### config.mk
export PLATFORM = sky130hd
export DESIGN_NAME = irq_chain_ctl
export DESIGN_NICKNAME = d
export VERILOG_FILES = /design/src/rtl/irq_chain_pkg.sv /design/src/rtl/irq_first_set.sv /design/src/rtl/irq_rx_route.sv /design/src/rtl/irq_chain_ctl.sv
export SDC_FILE = /design/constraint.sdc
export NUM_CORES = 1
export LEC_CHECK = 0
export ABC_AREA = 1
export BUFFER_PORTS_ARGS = -buffer_cell sky130_fd_sc_hd__buf_2
export CAP_MARGIN = 10
export CELL_PAD_IN_SITES_DETAIL_PLACEMENT = 0
export CELL_PAD_IN_SITES_GLOBAL_PLACEMENT = 1
export CORE_UTILIZATION = 25
export CTS_CLUSTER_DIAMETER = 200
export DETAILED_ROUTE_END_ITERATION = 12
export MAX_ROUTING_LAYER = met4
export PLACE_DENSITY_LB_ADDON = 0.1
export SYNTH_ARGS = -nofsm -noshare
export SYNTH_HDL_FRONTEND = slang
export SYNTH_HIERARCHICAL = 1
export SYNTH_SLANG_ARGS = --single-unit
### constraint.sdc
create_clock -name clk -period 1.2 [get_ports clk]
set_input_delay 0.12 -clock clk [delete_from_list [all_inputs] [get_ports clk]]
set_output_delay 0.12 -clock clk [all_outputs]
set_load 0.02 [all_outputs]
### src/rtl/irq_chain_pkg.sv
package irq_chain_pkg;
   localparam int SRC_N   = 4;
   localparam int SRC_SPC = 0;
   localparam int SRC_RCA = 1;
   localparam int SRC_TX  = 2;
   localparam int SRC_EXT = 3;

   typedef logic [SRC_N-1:0] src_vec_t;

   typedef enum logic [1:0] {
      RXI_OFF  = 2'b00,
      RXI_ALL  = 2'b01,
      RXI_SPEC = 2'b10,
      RXI_ALLX = 2'b11
   } rxi_mode_e;
endpackage

### src/rtl/irq_first_set.sv
module irq_first_set #(
   parameter int WIDTH  = 4,
   parameter bit RIPPLE = 1'b1
) (
   input  logic [WIDTH-1:0] vec,
   output logic [WIDTH-1:0] first,
   output logic             any
);
   initial assert (WIDTH >= 2) else $fatal(1, "irq_first_set: WIDTH must be at least 2");

   generate
      if (RIPPLE) begin : g_mask
         for (genvar i = 0; i < WIDTH; i++) begin : g_bit
            localparam logic [WIDTH-1:0] BELOW = (WIDTH'(1) << i) - WIDTH'(1);
            assign first[i] = vec[i] & ~|(vec & BELOW);
         end
      end else begin : g_arith
         assign first = vec & (~vec + WIDTH'(1));
      end
   endgenerate

   assign any = |vec;
endmodule

### src/rtl/irq_rx_route.sv
module irq_rx_route
   import irq_chain_pkg::*;
#(
   parameter bit ANTILOCK_EN = 1'b1
) (
   input  logic      char_stb,
   input  logic      eof_stb,
   input  logic      err_stb,
   input  logic      stat_fifo_en,
   input  rxi_mode_e mode,
   output logic      set_spc,
   output logic      set_rca,
   output logic      lock_set
);
   logic rx_on, every_char, antilock;

   always_comb begin
      rx_on      = (mode != RXI_OFF);
      every_char = (mode == RXI_ALL) || (mode == RXI_ALLX);
      antilock   = ANTILOCK_EN && stat_fifo_en && (mode == RXI_SPEC);
      set_rca    = (rx_on & every_char & char_stb) | (antilock & eof_stb);
      set_spc    = rx_on & (err_stb | (eof_stb & ~antilock));
      lock_set   = set_spc;
   end
endmodule

### src/rtl/irq_chain_ctl.sv
module irq_chain_ctl
   import irq_chain_pkg::*;
#(
   parameter bit PICK_RIPPLE = 1'b1,
   parameter bit ANTILOCK_EN = 1'b1
) (
   input  logic             clk,
   input  logic             rst_n,
   input  logic             rx_char_stb,
   input  logic             rx_eof_stb,
   input  logic             rx_err_stb,
   input  logic             tx_stb,
   input  logic             ext_stb,
   input  logic             stat_fifo_en,
   input  logic [1:0]       rxi_mode,
   input  logic             tx_ie,
   input  logic             ext_ie,
   input  logic             mie,
   input  logic             iei,
   input  logic             intack,
   input  logic             rst_ius_cmd,
   input  logic             unlock_cmd,
   output logic             int_n,
   output logic             ieo,
   output logic             fifo_lock,
   output logic [SRC_N-1:0] ip,
   output logic [SRC_N-1:0] ius
);
   src_vec_t  ip_q, ius_q, set_vec, blk, req, grant, ius_hi, ack_set, ius_clr;
   logic      req_any, ius_any, ack_ok, lock_q;
   logic      set_spc, set_rca, lock_set;
   rxi_mode_e mode;

   assign mode = rxi_mode_e'(rxi_mode);

   irq_rx_route #(.ANTILOCK_EN(ANTILOCK_EN)) u_route (
      .char_stb(rx_char_stb), .eof_stb(rx_eof_stb), .err_stb(rx_err_stb),
      .stat_fifo_en(stat_fifo_en), .mode(mode),
      .set_spc(set_spc), .set_rca(set_rca), .lock_set(lock_set)
   );

   // a source is blocked by its own or any higher service level
   generate
      for (genvar i = 0; i < SRC_N; i++) begin : g_blk
         localparam src_vec_t UPTO = {SRC_N{1'b1}} >> (SRC_N - 1 - i);
         assign blk[i] = |(ius_q & UPTO);
      end
   endgenerate

   assign req = ip_q & ~blk;

   irq_first_set #(.WIDTH(SRC_N), .RIPPLE(PICK_RIPPLE)) u_pick_req (
      .vec(req), .first(grant), .any(req_any)
   );
   irq_first_set #(.WIDTH(SRC_N), .RIPPLE(PICK_RIPPLE)) u_pick_ius (
      .vec(ius_q), .first(ius_hi), .any(ius_any)
   );

   always_comb begin
      set_vec          = '0;
      set_vec[SRC_SPC] = set_spc;
      set_vec[SRC_RCA] = set_rca;
      set_vec[SRC_TX]  = tx_stb & tx_ie;
      set_vec[SRC_EXT] = ext_stb & ext_ie;
      ack_ok           = intack & iei & mie & req_any;
      ack_set          = ack_ok ? grant : '0;
      ius_clr          = rst_ius_cmd ? ius_hi : '0;
   end

   always_ff @(posedge clk) begin
      if (!rst_n) begin
         ip_q   <= '0;
         ius_q  <= '0;
         lock_q <= 1'b0;
      end else begin
         ip_q   <= (ip_q & ~ack_set) | set_vec;
         ius_q  <= (ius_q & ~ius_clr) | ack_set;
         lock_q <= lock_set | (lock_q & ~unlock_cmd);
      end
   end

   assign int_n     = ~(mie & iei & req_any);
   assign ieo       = iei & ~ius_any & ~(mie & |ip_q);
   assign fifo_lock = lock_q;
   assign ip        = ip_q;
   assign ius       = ius_q;

   assert_rx_off_quiet_R3: assert property (@(posedge clk) disable iff (!rst_n)
      (mode == RXI_OFF && !ip_q[SRC_SPC] && !lock_q && !unlock_cmd) |=> (!ip_q[SRC_SPC] && !lock_q));

   assert_err_locks_R4: assert property (@(posedge clk) disable iff (!rst_n)
      (rx_err_stb && mode != RXI_OFF) |=> (lock_q && ip_q[SRC_SPC]));

   assert_antilock_open_R5: assert property (@(posedge clk) disable iff (!rst_n)
      (ANTILOCK_EN && stat_fifo_en && mode == RXI_SPEC && rx_eof_stb && !rx_err_stb && !lock_q)
      |=> (!lock_q && ip_q[SRC_RCA]));

   assert_int_gated_R7: assert property (@(posedge clk) disable iff (!rst_n)
      !(mie && iei) |-> int_n);

   assert_ack_grants_R8: assert property (@(posedge clk) disable iff (!rst_n)
      ack_ok |=> ((ius_q & $past(grant)) != '0));

   assert_rsthi_keeps_ip_R9: assert property (@(posedge clk) disable iff (!rst_n)
      (rst_ius_cmd && !ack_ok && set_vec == '0) |=> (ip_q == $past(ip_q)));

   assert_rsthi_one_level_R9: assert property (@(posedge clk) disable iff (!rst_n)
      (rst_ius_cmd && !ack_ok && ius_any) |=> ($countones(ius_q) == $countones($past(ius_q)) - 1));

   assert_ieo_blocked_R10: assert property (@(posedge clk) disable iff (!rst_n)
      ius_any |-> !ieo);
endmodule

==> run_results.csv <==
group,metric,value,unit
status,status,"finished with violations",
placed_design,placed_area,773,um2
synth,syn_area,549,um2
detailed_routing,wl_met1,699,um
die,die_w,48.9,um
synth,yosys_register_bits,9,
clocking,cts_max_level,1,
power,power.total,789,uW
timing,fin_ws,-0.354,ns
timing,drv_slew,0,
synth,synthFlopType,"dfxtp_1",
worst_setup_path,crit_type,"reg -> out",
cells_and_area,final_cells,155,
timing,skew,0.000401,ns
placed_design,dp_hpwl,1130,um
detailed_routing,avgViaCountPerCell,4.15,
die,core-area,2020,um2
flow_run,maxCapViolations,0,
placed_design,dp_cells,148,
clocking,clk_pin_slew,0.06,ns
clocking,root_buffer,"clkbuf_4",
die,start_util,27.2,%
detailed_routing,antenna_left,0,
global_routing,grt_pass1_vias,598,
detailed_routing,dr.pass1.iters,4,
synth,syn_avg_cell_area,6.10,um2
timing,period_share,130,%
synth,synth.top_cell.area_share,32.8,%
placed_design,io_buffers,27,
global_routing,grt_usage,14.0,%
clocking,clock_path_buffers,2,
synth,synth_most_common_cell,"nand2_1",
synth,synth_cells,90,
timing,max_freq,643,MHz
detailed_routing,wire_per_inst,9.25,um
cells_and_area,num_antenna_cells,0,
detailed_routing,wl,1430,um
synth,yosys-top-cells-count,"nand2_1, inv_1, nor2_1",
timing,hold_ws,0.107,ns
synth,synth.area.top_cells,"dfxtp_1, nand2_1, inv_1, a21oi_1, nor2_1",
timing,max-slew-margin-rel,81.2,%
timing,setup_viol,10,
die,die_y,48.9,um
detailed_routing,wl_met2,621,um
detailed_routing,highest_layer,"met4",
synth,synthArstFlopShare,0,%
worst_hold_path,hold_path.class,"in -> reg",
synth,yosys.cell_types.count,16,
worst_setup_path,path_cells,"nor2_2, inv_1, or2_1, nor3_2, inv_1, nand3_4, nand3_4, buf_6",
worst_setup_path,cpPeakStageDelay,0.34,ns
synth,ys_warn_count,6,
die,io_pins,28,
cells_and_area,fin_area,887,um2
synth,ys_seq_area_share,32.8,%
power,irDropWorstVdd,0.495,mV
worst_setup_path,cpMaxStageDelayCell,"dfxtp_4",
die,die_area,2390,um2
global_routing,grt.overflow.total,0,
worst_setup_path,cp-end-kind,"output port",
synth,syn_nets,107,
detailed_routing,drc,0,
cells_and_area,synthToLayoutAreaGrowth,61.5,%
detailed_routing,drt_iter0_markers,4,
worst_setup_path,crit_fanout,2,
worst_setup_path,cp-start-kind,"register",
timing,min_period,1.55,ns
worst_setup_path,cp_data_required_time,1.08,ns
cells_and_area,nets,146,
timing,tightest_slew,0.280,ns
cells_and_area,fin_util,43.9,%
cells_and_area,drive_gt1_share,50.8,%
power,total_leakage_power,0.460,nW
cells_and_area,num-fill-cells,228,
clocking,clk_latency,0.25,ns
clocking,cts_tree,"built",
global_routing,grt_pass1_wl,2530,um
power,cellPowerDensity,889,nW/um2
placed_design,place_ws,-0.188,ns
global_routing,antenna_found_initial,0,
synth,synth_edf_count,0,
placed_design,gp_congestion,0.695,
timing,setup_tns,-2.49,ns
timing,hold_viol,0,
clocking,cts_made_buffers,3,
synth,synth_largest_area_cell,"dfxtp_1",
detailed_routing,wl_met3,104,um
status,failed_checks,"setup timing",
global_routing,grt_max_degree,10,
die,num_rows,16,
worst_setup_path,arrival,1.43,ns
detailed_routing,vias,643,
clocking,cts_sinks,9,
timing,rsz0062_at_grt,"yes",
layer usage:
layer / global-route usage, % / vias to the layer above
met5: - / -
met4: 6.37 / 0
met3: 4.67 / 2
met2: 20.8 / 27
met1: 17.0 / 264
li1: - / 350
cells by family after synthesis:
logic type	synth area share, %
compound gates	10.7
buf+inv	17.1
flops	32.8
simple gates	39.4
path summary, 6_finish.rpt:
check	startpoint	end	slack [ns]	depth (start not counted)
max	ius[1]	int_n	-0.35	8
min	tx_ie	ip[2]	0.11	3
max reg2reg	ius[1]	ip[0]	-0.29	10
min reg2reg	ip[2]	ip[2]	0.48	2
state kept, by name (all words and copies together) (netlist names):
| register | cells |
|---|---|
| fifo_lock | 1 |
| ius | 4 |
| ip | 4 |
layout make-up:
cell class	count	area, um2	share of cell area, %
multi-input combinational	59	339	38.2
timing repair buffer	37	226	25.5
sequential	9	190	21.4
inverter	19	71.3	8.04
tap	27	33.8	3.81
clock buffer	4	26.3	2.96
cell usage in the layout (no fill, tap or decap), types with 2 or more instances in the layout:
cell type	synthesis	layout
dfxtp_1	9	5
buf_4	3	9
inv_2	0	4
buf_2	0	25
nand3_2	1	5
inv_1	18	14
clkbuf_4	0	3
dfxtp_4	0	2
nor2_2	3	5
a21oi_1	9	8
nand2_1	21	20
dfxtp_2	0	2
nor2_1	11	8
nor3_1	2	2
a21oi_2	1	2
buf_6	0	3
nand3_4	0	2
worst max-delay path, delay by kind of cell (launching register included):
family | cells | cell delay (ns)
flops | 1 | 0.34
buf+inv | 3 | 0.27
simple gates | 5 | 0.57
power breakdown:
group,internal (mW),switching (mW)
Sequential,0.312,0.00957
Combinational,0.106,0.136
Clock,0.128,0.0986
Total,0.545,0.244
timing repair:
| action | 4_1_cts | 5_1_grt |
|---|---|---|
| endpoints found under the setup margin | 10 | 10 |
| setup buffers | 1 | 2 |
| pin swaps | 3 | 7 |
| gates resized for setup | 7 | 15 |
| endpoints found under the hold margin | 0 | 0 |
| hold buffers | 0 | 0 |
Note: power is estimated with default switching activity, not from simulation.
